==> config.mk <==
export PLATFORM = sky130hd
export DESIGN_NAME = alu_bitslice
export DESIGN_NICKNAME = d
export VERILOG_FILES = /design/src/rtl/alu_pkg.sv /design/src/rtl/alu_slice.sv /design/src/rtl/alu_flags.sv /design/src/rtl/alu_bitslice.sv
export SDC_FILE = /design/constraint.sdc
export NUM_CORES = 1
export LEC_CHECK = 0
export ABC_AREA = 0
export BUFFER_PORTS_ARGS = -buffer_cell sky130_fd_sc_hd__buf_4
export CAP_MARGIN = 20
export CORE_ASPECT_RATIO = 0.5
export CORE_UTILIZATION = 31
export DETAILED_ROUTE_END_ITERATION = 16
export PLACE_DENSITY = 0.62
export SLEW_MARGIN = 20
export SYNTH_ARGS = -nofsm -noshare
export SYNTH_HDL_FRONTEND = slang
export SYNTH_SLANG_ARGS = --single-unit
export TNS_END_PERCENT = 5
==> constraint.sdc <==
create_clock -name vclk -period 13.25
set_clock_uncertainty 0.1 [all_clocks]
set_input_delay 3.3125 -clock vclk [all_inputs]
set_output_delay 3.3125 -clock vclk [all_outputs]
set_load 0.01 [all_outputs]
==> src/rtl/alu_pkg.sv <==
package alu_pkg;
  typedef enum logic [1:0] {
    ALU_AND  = 2'b00,
    ALU_OR   = 2'b01,
    ALU_SUM  = 2'b10,
    ALU_LESS = 2'b11
  } alu_op_e;
endpackage

==> src/rtl/alu_slice.sv <==
module alu_slice
  import alu_pkg::*;
(
  input  logic    a,
  input  logic    b,
  input  logic    inv_a,
  input  logic    inv_b,
  input  logic    cin,
  input  logic    less,
  input  alu_op_e op,
  output logic    y,
  output logic    cout,
  output logic    sum_raw
);
  logic a_eff, b_eff;

  always_comb begin
    a_eff   = a ^ inv_a;
    b_eff   = b ^ inv_b;
    sum_raw = a_eff ^ b_eff ^ cin;
    cout    = (a_eff & b_eff) | (cin & (a_eff ^ b_eff));
    unique case (op)
      ALU_AND: y = a_eff & b_eff;
      ALU_OR:  y = a_eff | b_eff;
      ALU_SUM: y = sum_raw;
      default: y = less;
    endcase
  end
endmodule

==> src/rtl/alu_flags.sv <==
module alu_flags #(
  parameter int W = 16
) (
  input  logic [W-1:0] res,
  input  logic         c_into_top,
  input  logic         c_out_top,
  output logic         ovf,
  output logic         is_zero
);
  always_comb begin
    ovf     = c_into_top ^ c_out_top;
    is_zero = ~|res;
  end
endmodule

==> src/rtl/alu_bitslice.sv <==
module alu_bitslice
  import alu_pkg::*;
#(
  parameter int W = 16
) (
  input  logic [W-1:0] opnd_a,
  input  logic [W-1:0] opnd_b,
  input  logic         inv_a,
  input  logic         inv_b,
  input  logic         carry_in,
  input  logic [1:0]   op_sel,
  output logic [W-1:0] result,
  output logic         overflow,
  output logic         zero
);
  localparam int MSB = W - 1;

  alu_op_e     op;
  logic [W:0]  carry;
  logic [MSB:0] raw_sum;
  logic [MSB:0] less_in;

  assign op       = alu_op_e'(op_sel);
  assign carry[0] = carry_in;
  assign less_in  = {{(W-1){1'b0}}, raw_sum[MSB]};

  for (genvar i = 0; i < W; i++) begin : g_slice
    alu_slice u_slice (
      .a       (opnd_a[i]),
      .b       (opnd_b[i]),
      .inv_a   (inv_a),
      .inv_b   (inv_b),
      .cin     (carry[i]),
      .less    (less_in[i]),
      .op      (op),
      .y       (result[i]),
      .cout    (carry[i+1]),
      .sum_raw (raw_sum[i])
    );
  end

  alu_flags #(.W(W)) u_flags (
    .res        (result),
    .c_into_top (carry[MSB]),
    .c_out_top  (carry[W]),
    .ovf        (overflow),
    .is_zero    (zero)
  );

  // Cross-slice checks against arithmetic on the ports
  logic [W:0]   plain_sum;
  logic [MSB:0] plain_diff;
  always_comb begin
    plain_sum  = {1'b0, opnd_a} + {1'b0, opnd_b} + {{W{1'b0}}, carry_in};
    plain_diff = opnd_a - opnd_b;
    if (op_sel == 2'b10 && !inv_a && !inv_b)
      assert_ripple_sum_R3: assert ({carry[W], result} == plain_sum);
    if (op_sel == 2'b10 && !inv_a && inv_b && carry_in)
      assert_subtract_R4: assert (result == plain_diff);
    if (op_sel == 2'b11 && !inv_a && inv_b && carry_in)
      assert_compare_bit_R5: assert (result == {{(W-1){1'b0}}, plain_diff[MSB]});
    if (op_sel == 2'b10 && !inv_a && !inv_b)
      assert_signed_ovf_R6: assert (overflow ==
        ((opnd_a[MSB] == opnd_b[MSB]) && (result[MSB] != opnd_a[MSB])));
  end
endmodule

==> report_table.html <==
<table>
<tr><th>Metric</th><th>Value</th></tr>
<tr><th colspan="2">Floorplan</th></tr>
<tr><td>Area inside the core boundary</td><td>5520 sq um</td></tr>
<tr><td>Floorplan die width</td><td>109 microns</td></tr>
<tr><td>Number of core rows</td><td>19</td></tr>
<tr><td>Die area</td><td>6060 sq um</td></tr>
<tr><td>Initial core utilization</td><td>between 30% and 40%</td></tr>
<tr><td>Height of the die</td><td>55.6 microns</td></tr>
<tr><td>I/O pin cnt</td><td>55</td></tr>
<tr><th colspan="2">Setup path</th></tr>
<tr><td>Worst EP required</td><td>9.84 ns</td></tr>
<tr><td>Maximum fanout encountered on the critical timing path</td><td>4</td></tr>
<tr><td>Cell at the slowest stage of the critical path</td><td>sky130_fd_sc_hd__fa_1</td></tr>
<tr><td>Arrival time at the worst endpoint</td><td>10.04 ns</td></tr>
<tr><td>Top cell by count, worst path</td><td>sky130_fd_sc_hd__fa_2</td></tr>
<tr><td>Critical path launch point type</td><td>primary input</td></tr>
<tr><td>Largest delay share family, worst path</td><td>adder cells</td></tr>
<tr><td>Kind of critical path</td><td>primary input to output port</td></tr>
<tr><td>Number of buffers and inverters on the critical path</td><td>6</td></tr>
<tr><td>Stage delay of the slowest cell on the critical path</td><td>~0.49 ns</td></tr>
<tr><td>Critical Path End Type</td><td>output port</td></tr>
<tr><th colspan="2">Placement</th></tr>
<tr><td>Post-DP HPWL</td><td>3340 microns</td></tr>
<tr><td>Routability congestion estimate from global placement</td><td>0.826</td></tr>
<tr><td>Cell total after placement</td><td>321</td></tr>
<tr><td>Count of port buffers added during placement</td><td>between 50 and 60</td></tr>
<tr><th colspan="2">Finish</th></tr>
<tr><td>Final cell utilization of the core</td><td>41.1%</td></tr>
<tr><td>Count of sequential standard cells</td><td>0</td></tr>
<tr><td>Clk_buf instances</td><td>0</td></tr>
<tr><td>Fraction of final layout cells sized beyond drive strength 1</td><td>40.3%</td></tr>
<tr><td>Number of nets in the layout</td><td>335</td></tr>
<tr><td>Area used by multi-input combinational logic</td><td>1500 sq um</td></tr>
<tr><td>Area growth syn-to-layout</td><td>27.5%</td></tr>
<tr><td>Filler-free cell count of the finished design</td><td>321</td></tr>
<tr><td>Register cell area after layout</td><td>0 sq um</td></tr>
<tr><td>Total inserted antenna cells</td><td>0</td></tr>
<tr><td>Filler Cell Count</td><td>577</td></tr>
<tr><th colspan="2">Route</th></tr>
<tr><td>Via count</td><td>1374</td></tr>
<tr><td>Detailed-route DRC error count</td><td>0</td></tr>
<tr><td>DR vias/cell</td><td>4.28</td></tr>
<tr><td>First-pass iteration count of the detailed router</td><td>3</td></tr>
<tr><td>DRT iter0 DRCs</td><td>27</td></tr>
<tr><td>Final routed wire length divided by cell count</td><td>12.0 microns</td></tr>
<tr><td>Final wirelength</td><td>around 3900 microns</td></tr>
<tr><td>Number of nets still failing antenna checks after routing</td><td>0</td></tr>
<tr><th colspan="2">Pwr</th></tr>
<tr><td>Worst vdd rail ir drop</td><td>0.0000150 V</td></tr>
<tr><td>Total leakage power</td><td>1.18 nW</td></tr>
<tr><td>Cell Pwr Density</td><td>52.7 nW/um^2</td></tr>
<tr><th colspan="2">STA</th></tr>
<tr><td>Fin. max-slew vios</td><td>0</td></tr>
<tr><td>Final period util</td><td>102%</td></tr>
<tr><td>Headroom to the max-slew limit</td><td>74.8%</td></tr>
<tr><td>Maximum frequency from static timing analysis</td><td>0.0744 GHz</td></tr>
<tr><td>Final worst slack</td><td>-0.199 ns</td></tr>
<tr><td>RSZ-0062 raised after global routing</td><td>true</td></tr>
<tr><td>Minimum clock period</td><td>~13 ns</td></tr>
<tr><td>Setup TNS Final</td><td>-0.199 ns</td></tr>
<tr><td>Number of hold violations in the final report</td><td>0</td></tr>
<tr><td>Endpoints failing setup</td><td>1</td></tr>
<tr><td>Pin slew with the least headroom to its limit</td><td>around 0.38 ns</td></tr>
<tr><th colspan="2">GRT</th></tr>
<tr><td>Overflow left after global routing</td><td>0</td></tr>
<tr><td>Total global routing track utilization</td><td>12.8%</td></tr>
<tr><td>First-pass GRT wire length</td><td>6330 microns</td></tr>
<tr><td>Pin count of the biggest net entering global routing</td><td>39</td></tr>
<tr><td>Number of global-route vias before repair</td><td>1446</td></tr>
<tr><td>Initial antenna violation count</td><td>0</td></tr>
<tr><th colspan="2">Synth</th></tr>
<tr><td>Count of yosys warnings during synthesis</td><td>0</td></tr>
<tr><td>Synthesized area per cell</td><td>8.76 sq um</td></tr>
<tr><td>Area of the mapped netlist</td><td>1780 sq um</td></tr>
<tr><td>Synth Instances</td><td>between 200 and 250</td></tr>
<tr><td>Sequential-to-total area share from yosys stat</td><td>0%</td></tr>
<tr><td>Yosys cell types</td><td>27</td></tr>
<tr><td>Synthesized net count</td><td>between 200 and 300</td></tr>
<tr><th colspan="2">Status</th></tr>
<tr><td>Violations in the final reports</td><td>negative setup slack</td></tr>
<tr><td>Outcome</td><td>finished, violations left</td></tr>
<tr><th colspan="2">Run</th></tr>
<tr><td>Max-capacitance violation count</td><td>0</td></tr>
<tr><th colspan="2">Worst hold path</th></tr>
<tr><td>Class of the tightest hold or removal check</td><td>primary input to output port</td></tr>
<tr><td>Worst Hold Launch</td><td>op_sel[0]</td></tr>
<tr><td>Worst hold path cell count</td><td>3</td></tr>
<tr><td>Hold endpoint</td><td>result[13]</td></tr>
<tr><th colspan="2">Clock tree</th></tr>
<tr><td>CTS hold repair buffers</td><td>0</td></tr>
</table>
## metal layers
metal  part of all wire, %  GRT usage [%]  vias to the layer above  routed length (microns)
li1                      -              -                      698                        -
met1                    42           15.9                      667                     1610
met2                    58           26.1                        9                     2230
met3                  0.67          0.117                        0                       26
met4                     0              0                        0                        0
met5                     0              0                        -                        0
## stage by stage
stage | setup WS [ns] | instance area [sq um] | total power, mW | hold slack [ns]
3_5_place_dp | -0.306 | 2250 | 0.120 | 7.10
6_report | -0.199 | 2270 | 0.120 | 7.11
5_1_grt | -0.436 | 2270 | 0.135 | 7.15
2_1_floorplan | -0.155 | 1830 | 0.0855 | 6.88
3_3_place_gp | -0.190 | 2250 | 0.116 | 7.08
4_1_cts | -0.281 | 2260 | 0.122 | 7.10
## timing repair
item,4_1_cts,5_1_grt
pin swaps,2,2
endpoints found under the setup margin,1,1
gates resized for setup,6,2
buffers inserted,0,0
## report_power, final
part / internal, mW / switching [mW]
logic: 0.0612 / 0.0583
clock network: 0 / 0
registers: 0 / 0
## synth_stat cells
library cell,number,area (sq um)
sky130_fd_sc_hd__and2_1,1,6.26
sky130_fd_sc_hd__and2b_4,1,10.0
sky130_fd_sc_hd__and4bb_1,1,12.5
sky130_fd_sc_hd__buf_2,4,20.0
sky130_fd_sc_hd__buf_4,16,120
sky130_fd_sc_hd__buf_6,3,33.8
sky130_fd_sc_hd__clkbuf_1,3,11.3
sky130_fd_sc_hd__clkbuf_4,1,7.51
sky130_fd_sc_hd__fa_1,16,320
sky130_fd_sc_hd__ha_1,32,400
sky130_fd_sc_hd__inv_1,37,139
sky130_fd_sc_hd__mux2i_1,4,40.0
sky130_fd_sc_hd__mux4_2,1,22.5
sky130_fd_sc_hd__nand2b_2,1,8.76
sky130_fd_sc_hd__nor2_1,1,3.75
sky130_fd_sc_hd__nor2b_1,17,106
sky130_fd_sc_hd__nor2b_2,1,8.76
sky130_fd_sc_hd__nor2b_4,1,13.8
sky130_fd_sc_hd__nor4_1,2,12.5
sky130_fd_sc_hd__o21ai_0,10,50.1
sky130_fd_sc_hd__o22ai_1,4,25.0
sky130_fd_sc_hd__o31a_1,5,43.8
sky130_fd_sc_hd__o31a_2,5,50.1
sky130_fd_sc_hd__o32ai_1,1,8.76
sky130_fd_sc_hd__or4_1,2,15.0
sky130_fd_sc_hd__xnor2_1,4,35.0
sky130_fd_sc_hd__xor2_1,29,254
## final cells by class
type                            instances  share of cell area, %
Inverter                               37                   6.12
Multi-Input combinational cell        139                   66.0
Tap cell                               73                   4.03
Timing Repair Buffer                   72                   23.8
## cell usage in the layout (no fill, tap or decap), drive strengths merged
| cell | count |
|---|---|
| buf | 72 |
| inv | 37 |
| ha | 32 |
| xor2 | 29 |
| nor2b | 19 |
| fa | 16 |
| o21ai | 10 |
| o31a | 10 |
| mux2i | 4 |
| o22ai | 4 |
| xnor2 | 4 |
| or4 | 2 |
| nor4 | 2 |
| nand2b | 1 |
| and2 | 1 |
| nor2 | 1 |
| o32ai | 1 |
| and2b | 1 |
| mux4 | 1 |
| and4bb | 1 |
## how the worst max path moves through the flow
stage                     start  endpoint  slack [ns]  cells after the start
after global placement    inv_a      zero       -0.19                     27
after floorplan           inv_a      zero       -0.15                     27
final                     inv_b      zero       -0.20                     26
after detailed placement  inv_a      zero       -0.31                     27
after global routing      inv_a      zero       -0.44                     27
after CTS                 inv_a      zero       -0.28                     27
## kinds of logic after synthesis
| group | count (synthesis) | synth area share, % |
|---|---|---|
| fa+ha+maj | 48 | 40.5 |
| simple gates | 28 | 11.1 |
| buf+inv | 64 | 18.6 |
| xor+xnor | 33 | 16.2 |
| mux | 5 | 3.52 |
| compound gates | 25 | 9.99 |
## tightest hold or removal path, cell delays in order
cell and delay [ns]:
sky130_fd_sc_hd__buf_4 0.26, sky130_fd_sc_hd__o22ai_1 0.15, sky130_fd_sc_hd__buf_4 0.15
Power figures use the tool's default switching activity.
